File: src/rtl/rstseq_pkg.sv
package rstseq_pkg;

  typedef enum logic [1:0] {
    ST_RUN  = 2'd0,
    ST_HOLD = 2'd1,
    ST_WAIT = 2'd2,
    ST_WDR  = 2'd3
  } seq_st_e;

  localparam int unsigned VOLT_BIT = 4;
  localparam int unsigned WDOG_BIT = 6;
  localparam logic [7:0] CAUSE_MASK = 8'h50;

  // True on the last cycle of a span counted from zero
  function automatic logic span_last(input int unsigned cnt, input int unsigned span);
    return cnt == (span - 1);
  endfunction

  // Next status word: write-zero clears, then new causes are OR-ed in
  function automatic logic [7:0] cause_next(input logic [7:0] cur, input logic we,
                                            input logic [7:0] wdata, input logic [7:0] set);
    logic [7:0] keep;
    keep = we ? wdata : 8'hFF;
    return ((cur & keep) | set) & CAUSE_MASK;
  endfunction

endpackage

File: src/rtl/rstseq_sync.sv
module rstseq_sync #(
  parameter int unsigned W = 1,
  parameter logic [W-1:0] RST_VAL = '0
) (
  input  logic         clk,
  input  logic         arst_n,
  input  logic [W-1:0] d,
  output logic [W-1:0] q
);
  logic [W-1:0] meta_q;
  logic [W-1:0] out_q;

  always_ff @(posedge clk or negedge arst_n) begin
    if (!arst_n) begin
      meta_q <= RST_VAL;
      out_q  <= RST_VAL;
    end else begin
      meta_q <= d;
      out_q  <= meta_q;
    end
  end

  assign q = out_q;
endmodule

File: src/rtl/rstseq_timer.sv
module rstseq_timer
  import rstseq_pkg::*;
#(
  parameter int unsigned SPAN = 48,
  localparam int unsigned CW = $clog2(SPAN + 1)
) (
  input  logic clk,
  input  logic arst_n,
  input  logic clr,
  input  logic run,
  output logic done
);
  logic [CW-1:0] cnt_q;

  always_ff @(posedge clk or negedge arst_n) begin
    if (!arst_n)      cnt_q <= '0;
    else if (clr)     cnt_q <= '0;
    else if (run)     cnt_q <= cnt_q + 1'b1;
  end

  assign done = run && span_last(32'(cnt_q), SPAN);
endmodule

File: src/rtl/rstseq_cause.sv
module rstseq_cause
  import rstseq_pkg::*;
(
  input  logic       clk,
  input  logic       arst_n,
  input  logic       set_volt,
  input  logic       set_wdog,
  input  logic       we,
  input  logic [7:0] wdata,
  output logic [7:0] status
);
  logic [7:0] stat_q;
  logic [7:0] set_vec;

  always_comb begin
    set_vec = '0;
    set_vec[VOLT_BIT] = set_volt;
    set_vec[WDOG_BIT] = set_wdog;
  end

  always_ff @(posedge clk or negedge arst_n) begin
    if (!arst_n) stat_q <= 8'h10;
    else         stat_q <= cause_next(stat_q, we, wdata, set_vec);
  end

  assign status = stat_q;
endmodule

File: src/rtl/rstseq_top.sv
module rstseq_top
  import rstseq_pkg::*;
#(
  parameter int unsigned TSTART = 48
) (
  input  logic       clk,
  input  logic       por_n,
  input  logic       lowv_det_i,
  input  logic       brown_det_i,
  input  logic       wdog_tmo_i,
  input  logic       lowv_mask_i,
  input  logic       suspend_i,
  input  logic       xosc_we_i,
  input  logic       xosc_wd_i,
  input  logic       stat_we_i,
  input  logic [7:0] stat_wd_i,
  output logic       core_rst_o,
  output logic       start_wait_o,
  output logic       clk_ext_sel_o,
  output logic       xosc_en_o,
  output logic [7:0] status_o
);
  // Synchronized detector view: {watchdog, brown-out, low-supply}
  logic [2:0] det_s;
  logic       lowv_s, brown_s, wdog_s;

  rstseq_sync #(.W(3), .RST_VAL(3'b001)) u_sync (
    .clk    (clk),
    .arst_n (por_n),
    .d      ({wdog_tmo_i, brown_det_i, lowv_det_i}),
    .q      (det_s)
  );
  assign lowv_s  = det_s[0];
  assign brown_s = det_s[1];
  assign wdog_s  = det_s[2];

  seq_st_e st_q;
  logic    force_q;
  logic    wdog_prev_q;
  logic    susp_prev_q;
  logic    xosc_q;
  logic    sel_q;

  // Named internal events
  logic lowv_live;
  logic vtrip_evt;
  logic wdr_evt;
  logic susp_rise;
  logic timer_done;
  logic timer_clr;
  logic timer_run;

  assign lowv_live = (!lowv_mask_i && !suspend_i) || force_q;
  assign vtrip_evt = brown_s || (lowv_s && lowv_live);
  assign wdr_evt   = (st_q == ST_RUN) && wdog_s && !wdog_prev_q && !vtrip_evt;
  assign susp_rise = suspend_i && !susp_prev_q;
  assign timer_clr = vtrip_evt || (st_q != ST_WAIT);
  assign timer_run = (st_q == ST_WAIT) && !vtrip_evt;

  rstseq_timer #(.SPAN(TSTART)) u_timer (
    .clk    (clk),
    .arst_n (por_n),
    .clr    (timer_clr),
    .run    (timer_run),
    .done   (timer_done)
  );

  always_ff @(posedge clk or negedge por_n) begin
    if (!por_n) begin
      st_q <= ST_HOLD;
    end else if (vtrip_evt) begin
      st_q <= ST_HOLD;
    end else begin
      unique case (st_q)
        ST_HOLD: st_q <= ST_WAIT;
        ST_WAIT: if (timer_done) st_q <= ST_RUN;
        ST_WDR:  st_q <= ST_RUN;
        default: if (wdr_evt) st_q <= ST_WDR;
      endcase
    end
  end

  always_ff @(posedge clk or negedge por_n) begin
    if (!por_n) begin
      force_q     <= 1'b1;
      wdog_prev_q <= 1'b0;
      susp_prev_q <= 1'b0;
      xosc_q      <= 1'b0;
      sel_q       <= 1'b0;
    end else begin
      wdog_prev_q <= wdog_s;
      susp_prev_q <= suspend_i;
      if (vtrip_evt && brown_s) force_q <= 1'b1;
      else if (timer_done)      force_q <= 1'b0;
      if (vtrip_evt || wdr_evt) xosc_q <= 1'b0;
      else if (xosc_we_i)       xosc_q <= xosc_wd_i;
      if (vtrip_evt)            sel_q <= 1'b0;
      else if (susp_rise)       sel_q <= xosc_q;
    end
  end

  rstseq_cause u_cause (
    .clk      (clk),
    .arst_n   (por_n),
    .set_volt (vtrip_evt),
    .set_wdog (wdr_evt),
    .we       (stat_we_i),
    .wdata    (stat_wd_i),
    .status   (status_o)
  );

  // Asynchronous assertion, synchronous release through the state register
  assign core_rst_o    = !por_n || brown_det_i || (lowv_det_i && lowv_live) || (st_q != ST_RUN);
  assign start_wait_o  = (st_q == ST_WAIT);
  assign clk_ext_sel_o = sel_q;
  assign xosc_en_o     = xosc_q;
endmodule

File: config.mk
export PLATFORM = sky130hd
export DESIGN_NAME = rstseq_top
export DESIGN_NICKNAME = d
export VERILOG_FILES = /design/src/rtl/rstseq_pkg.sv /design/src/rtl/rstseq_sync.sv /design/src/rtl/rstseq_timer.sv /design/src/rtl/rstseq_cause.sv /design/src/rtl/rstseq_top.sv
export SDC_FILE = /design/constraint.sdc
export NUM_CORES = 1
export LEC_CHECK = 0
export ABC_AREA = 1
export BUFFER_PORTS_ARGS = -buffer_cell sky130_fd_sc_hd__clkbuf_2
export CAP_MARGIN = 15
export CORE_MARGIN = 5
export CORE_UTILIZATION = 49
export DETAILED_ROUTE_END_ITERATION = 12
export PLACE_DENSITY = 0.89
export REMOVE_ABC_BUFFERS = 1
export SYNTH_ARGS = -nofsm -noshare
export SYNTH_HDL_FRONTEND = slang
export SYNTH_HIERARCHICAL = 1
export SYNTH_SLANG_ARGS = --single-unit
export TNS_END_PERCENT = 30
File: constraint.sdc
create_clock -name clk -period 2 [get_ports clk]
set_input_delay 0.2 -clock clk [delete_from_list [all_inputs] [get_ports clk]]
set_output_delay 0.2 -clock clk [all_outputs]
set_load 0.1 [all_outputs]
; ---- Word-level counts from Yosys, hierarchy flattened
; Index checks and enable logic that the tools add are counted.
[classes]
n_addsub = 1
multipliers = 0
div = 0
order_cmp = 0
eq_ne = 6
n_shift = 0
muxes = 13
bitwise_logic = 2
reduce_logical = 31
[op_table]
columns = cell, n
row1 = two-way mux 6 bit, 2
row2 = logical AND 1 bit, 10
row3 = nonzero test 2 bit, 5
row4 = bitwise AND 7 bit, 1
row5 = logical OR 1 bit, 7
row6 = two-way mux 7 bit, 1
row7 = OR 7 bit, 1
row8 = "adder 6 x 1 -> 6 bit, second input constant", 1
row9 = "== test 6 bit, second input constant", 1
row10 = zero test 1 bit, 6
row11 = two-way mux 1 bit, 6
row12 = two-way mux 2 bit, 3
row13 = case mux 2 bit (3 select lines), 1
row14 = nonzero test 5 bit, 1
row15 = "== test 2 bit, second input constant", 2
row16 = "inequality test 3 x 1 -> 1 bit, second input constant", 1
row17 = "== test 2 x 1 -> 1 bit, second input constant", 1
row18 = zero test 2 bit, 1
row19 = "inequality test 2 bit, second input constant", 1
row20 = AND reduction 2 bit, 1
[word_totals]
register_bits = 21
latchBits = 0
ram_bits = 0
romBits = 0
in_bits = 18
output_inout_bits = 12
elab_cells = 63
n_memories = 0

; ---- Depth between registers and ports, before layout
[depth]
depth_word = 11
depth_mapped = 13
mapped_depth_nobuf = 13

; ---- Cells and area by module
; The synthesis kept the hierarchy.
[by_module_without_submodules]
columns = module, instances, cells_each, area_each_um2, seq_area_each_um2
row1 = rstseq_top, 1, 40, 361.6, 177.7
row2 = rstseq_timer, 1, 45, 344.1, 150.1
row3 = rstseq_sync, 1, 6, 152.6, 152.6
row4 = rstseq_cause, 1, 19, 137.6, 51.3

; ---- Worst setup path before layout
; OpenSTA, ideal clock, no wires.
[synth_path]
path_kind = register to register
startpoint = register st_q[1]
endpoint = register st_q[1]
arrival_ns = 1.642
required_time_ns = 1.876
slack_ns = 0.233
path_stages_with_launch = 10
n_path_buf = 0
synth_period_minus_slack_ns = 1.767
cell_sequence = dfrtp_1 -> inv_1 -> nor2_4 -> nand2_2 -> inv_2 -> nand2_1 -> nor4_1 -> inv_1 -> nand4_1 -> a21oi_1
[synth_between]
elab_cells_between_ends = 14
[synth_lines]
columns = item, line
row1 = start: declaration, rstseq_top.sv:37  ; seq_st_e st_q;
row2 = start signal: assignment, rstseq_top.sv:70  ; st_q <= ST_HOLD;
row3 = start signal: assignment, rstseq_top.sv:72  ; st_q <= ST_HOLD;
row4 = start signal: assignment, rstseq_top.sv:75  ; ST_HOLD: st_q <= ST_WAIT;
row5 = == test 2 bit, --
row6 = net start_wait_o, rstseq_top.sv:18  ; output logic start_wait_o,
row7 = logical AND 1 bit, rstseq_top.sv:58  ; assign timer_run = (st_q == ST_WAIT) && !vtrip_evt;
row8 = net timer_run, rstseq_top.sv:51  ; logic timer_run;
row9 = logical AND 1 bit, rstseq_timer.sv:21  ; assign done = run && span_last(32'(cnt_q), SPAN);
row10 = net timer_done, rstseq_top.sv:49  ; logic timer_done;
row11 = inequality test 3 x 1 -> 1 bit (no line), --
row12 = AND reduction 2 bit (no line), --
; The timed path passes the listed nets, and every way through them passes these cells.
; A chain may end at the register's enable or synchronous reset.

; ---- Final worst setup path
[layout_path]
startpoint = register st_q[0]
endpoint = output port core_rst_o
[layout_between]
elab_chain_len = 2
[layout_lines]
columns = item, line
row1 = nonzero test 2 bit, rstseq_top.sv:113  ; assign core_rst_o = !por_n || brown_det_i || (lowv_det_i && lowv_live) || (st_q != ST_RUN);
row2 = logical OR 1 bit, rstseq_top.sv:113
row3 = end: declaration, rstseq_top.sv:17  ; output logic core_rst_o,
; Every way passes these cells.

==> metrics list <==
* Run status: complete, no violations
- Share of cells above drive strength 1: between 20% and 30%
- Clock-pin slew reported for the worst setup and hold paths after clock tree synthesis: between 100 and 150 ps
- The Yosys step of the flow raised 6 warnings.
* Met3 Wirelength: 135 microns
- Category of the worst setup path launch point: flip-flop
- Counting the buffers created by CTS gives 3.
- The congestion estimate from routability-driven global placement came to 0.791.
- Min Tclk post-route: approximately 1800 ps
* CP required: 1800 ps
* Count of inserted antenna diode cells: 0
* I/O pin cnt: 30
- In this run the static leakage power is around 0.62 nW.
- Worst hold path type: input port to flip-flop
- After detailed routing, the number of remaining DRC violations is 0.
* Leading post-synthesis cells by cell area: sky130_fd_sc_hd__dfrtp_1 40%, sky130_fd_sc_hd__dfstp_2 13%, sky130_fd_sc_hd__nand2_1 8.3%
- The floorplan step defined a die boundary enclosing ~0.0030 sq mm.
- Routed metal-1 wirelength: 701 microns
- Ratio of final minimum period to clock period: roughly nine tenths
- After the last flow step, the layout net total stands at 154.
* Final hold violation count: 0
- Final core utilization: about 60%
- In the global route stage, overall resource usage came out at between 10% and 20%.
* Multiplexer fraction of the synthesized cell area: 1.01%
- Pin slew with the least headroom to its limit: between 500 and 600 ps
* Port Buffers: 17
- Main synth FF type: sky130_fd_sc_hd__dfrtp_1
* Fraction of the mapped netlist area in simple logic gates: 24.5%
- Dividing the detail-routed via count by the number of cells gives 4.76.
- Compound-cell area share of the yosys netlist: 5.15%
- Along the worst hold path, the cell count comes to 1.
* Routed wirelength normalized by instance count: ~11 microns
- Number of enable-type register cells in the synthesized netlist: 0
- Setup TNS Final: 0 ps
- TritonCTS built the clock tree.
- The setup path with the least slack is of type flip-flop to output port.
- Adder and majority gate portion of the synthesized area: approximately 1.3%
- In the post-synthesis netlist, the cell with the most instances is sky130_fd_sc_hd__nand2_1.
- Global routing finished with a remaining overflow of 0.
- The number of antenna violations at the first check in global routing was 0.
- In this run the horizontal extent of the chip is 55.1 microns.
- STA classifies the critical path endpoint as an output port.
- In this run, synthesis produced a sequential element count of 21.
- Cell Rows: 16
* Fin. max-slew vios: 0
- The commonest cells after synthesis are 22 x sky130_fd_sc_hd__nand2_1, 21 x sky130_fd_sc_hd__inv_1, 16 x sky130_fd_sc_hd__dfrtp_1.
* Post-synth top area share: 40.2%
- Worst slew margin relative to its limit: 63.9%
- The routed design uses 856 microns of met2 wire.
- Die height: 55.1 microns
- Largest area contributor in the synthesized netlist: sky130_fd_sc_hd__dfrtp_1
* Setup repair after global routing missed its margin: false
- IR drop worst, VDD: 475 uV
* Cell count of the worst reg-to-reg path: 12
* Level count of the clock H-tree: 1
- Data arrives at the worst endpoint at 1610 ps.
* Number of vias in the routed layout: 766
* Synthesized cell area: around 1000 sq um
* Max_cap viols: 0
- After clock tree synthesis, the setup repair step added 0 buffers.
* Core area: 0.00194 sq mm
- Pin count of the biggest net entering global routing: 22
* Starting DRT DRC Count: 15
- Clock Skews: 1.07 ps
- Number of antenna-violating nets in the routed design: 0
- Top routing layer used: met4
- Of the synthesized area, sequential elements account for 53.4%.
- CTS Root Buffer Type: sky130_fd_sc_hd__clkbuf_4
* Synth Area in XOR/XNOR: 0.879%
- Setup violations remaining at the end of the flow were counted as 0.
- The pre-antenna-repair detailed-routing pass consisted of 4 iterations.
* Maximum operating frequency: approximately 550 MHz
- The initial utilization of the core area, before any placement, comes to 51.3%.
- FFs w/ async S/R, synth: 100%
- For this design the ratio of total power to cell area is about 670 mW/mm^2.
- The first global-routing pass estimated 2.80 mm of wire.
- Main combinational cell family by area after synthesis: simple AND/OR/NAND/NOR gates
- Detailed Route WL: between 1.5 and 2 mm
- Compared with the post-synthesis result, the final layout area differs by 15.7%.
- In this run the worst path has a maximum fanout of 2.
- Yosys mapped the design onto 24 distinct sky130hd cell types.
- At the later pin of the worst-skew pair, clock insertion delay measures about 290 ps.
- After legalization and detailed placement, the total HPWL measured 1.30 mm.
- The average instance in the mapped netlist occupies 9.05 sq um.
* Sinks on Clock Net: 21
- The number of global-route vias before repair was between 600 and 700.
* Maximum number of buffers from clock root to sink: 2
- Cells after synthesis: 110
- Power after layout: 0.769 mW
==> final cells by class <==
cell class / count / area [sq um]
sequential: 21 / 532
inverter: 23 / 88.8
multi-input combinational: 65 / 349
fill: 169 / 790
tap: 27 / 33.8
clock buffer: 4 / 26.3
timing repair buffer: 21 / 123
==> flip-flops by register name (all words and copies together) (netlist names) <==
name and count:
clk_ext_sel_o 1, force_q 1, st_q 2, susp_prev_q 1, u_cause/status 2, u_sync/meta_q 3
u_sync/q 3, u_timer/cnt_q 6, wdog_prev_q 1, xosc_en_o 1
==> critical path, cell delays in order, from the launching register on <==
cell	delay, ps
sky130_fd_sc_hd__dfstp_2	580
sky130_fd_sc_hd__inv_1	50
sky130_fd_sc_hd__nand2_1	90
sky130_fd_sc_hd__inv_1	70
sky130_fd_sc_hd__nand4_1	80
sky130_fd_sc_hd__clkbuf_2	450
==> path summary, 6_finish.rpt <==
path / start / to / slack (ps)
min reg2reg: u_sync/meta_q[0] / u_sync/q[0] / 360
min in group asynchronous: por_n / u_sync/q[2] / 440
max reg2reg: force_q / st_q[1] / 310
max in group asynchronous: por_n / u_cause/status[4] / 1290
max: st_q[0] / core_rst_o / 190
min: brown_det_i / u_sync/meta_q[1] / 30
==> per-stage QoR <==
stage / hold WS, ps / cells / setup slack (ps) / instance area (sq um)
detailed placement: 207 / 154 / 305 / 1100
finish: 26.1 / 161 / 188 / 1150
global placement: 194 / 154 / 388 / 1100
CTS: 9.89 / 161 / 186 / 1150
global route: 5.42 / 161 / 133 / 1150
floorplan: -95.6 / 109 / 233 / 970
==> cell families (layout without fill, tap and decap cells) <==
group           count (synthesis)  count (layout)
other cells                     1               6
fa+ha+maj                       1               1
simple gates                   47              47
xor+xnor                        1               1
compound gates                  9               9
mux                             1               1
flops                          21              21
buf+inv                        29              48
==> power by group <==
part	switching [mW]	internal, mW
combinational	0.104	0.0241
clock	0.117	0.0776
sequential	0.00579	0.440
total	0.227	0.542
==> repair_timing <==
item | in CTS | in global routing
endpoints found under the setup margin | 0 | 0
resized for setup | 0 | 0
endpoints found under the hold margin | 18 | 0
hold buffers | 3 | 0
==> layout by cell type (no fill, tap or decap), types with 2 or more instances in the layout <==
| cell type | synthesis | final |
|---|---|---|
| sky130_fd_sc_hd__nand2_1 | 22 | 22 |
| sky130_fd_sc_hd__inv_1 | 21 | 21 |
| sky130_fd_sc_hd__clkbuf_2 | 0 | 17 |
| sky130_fd_sc_hd__dfrtp_1 | 16 | 16 |
| sky130_fd_sc_hd__conb_1 | 1 | 6 |
| sky130_fd_sc_hd__nor2_1 | 5 | 5 |
| sky130_fd_sc_hd__nand3_1 | 5 | 5 |
| sky130_fd_sc_hd__dfstp_2 | 5 | 5 |
| sky130_fd_sc_hd__nand4_1 | 4 | 4 |
| sky130_fd_sc_hd__a21oi_1 | 4 | 4 |
| sky130_fd_sc_hd__nand2_2 | 3 | 3 |
| sky130_fd_sc_hd__o21ai_0 | 3 | 3 |
| sky130_fd_sc_hd__clkbuf_4 | 0 | 3 |
| sky130_fd_sc_hd__dlygate4sd3_1 | 0 | 3 |
| sky130_fd_sc_hd__nand2_4 | 2 | 2 |
| sky130_fd_sc_hd__nor2_4 | 2 | 2 |
| sky130_fd_sc_hd__nor2_2 | 2 | 2 |
==> metal layers <==
metal / up-vias / track usage [%]
li1: 374 / -
met1: 367 / 15.1
met2: 23 / 22.4
met3: 2 / 5.09
met4: 0 / 4.45
met5: - / 0
Power figures use the tool's default switching activity.
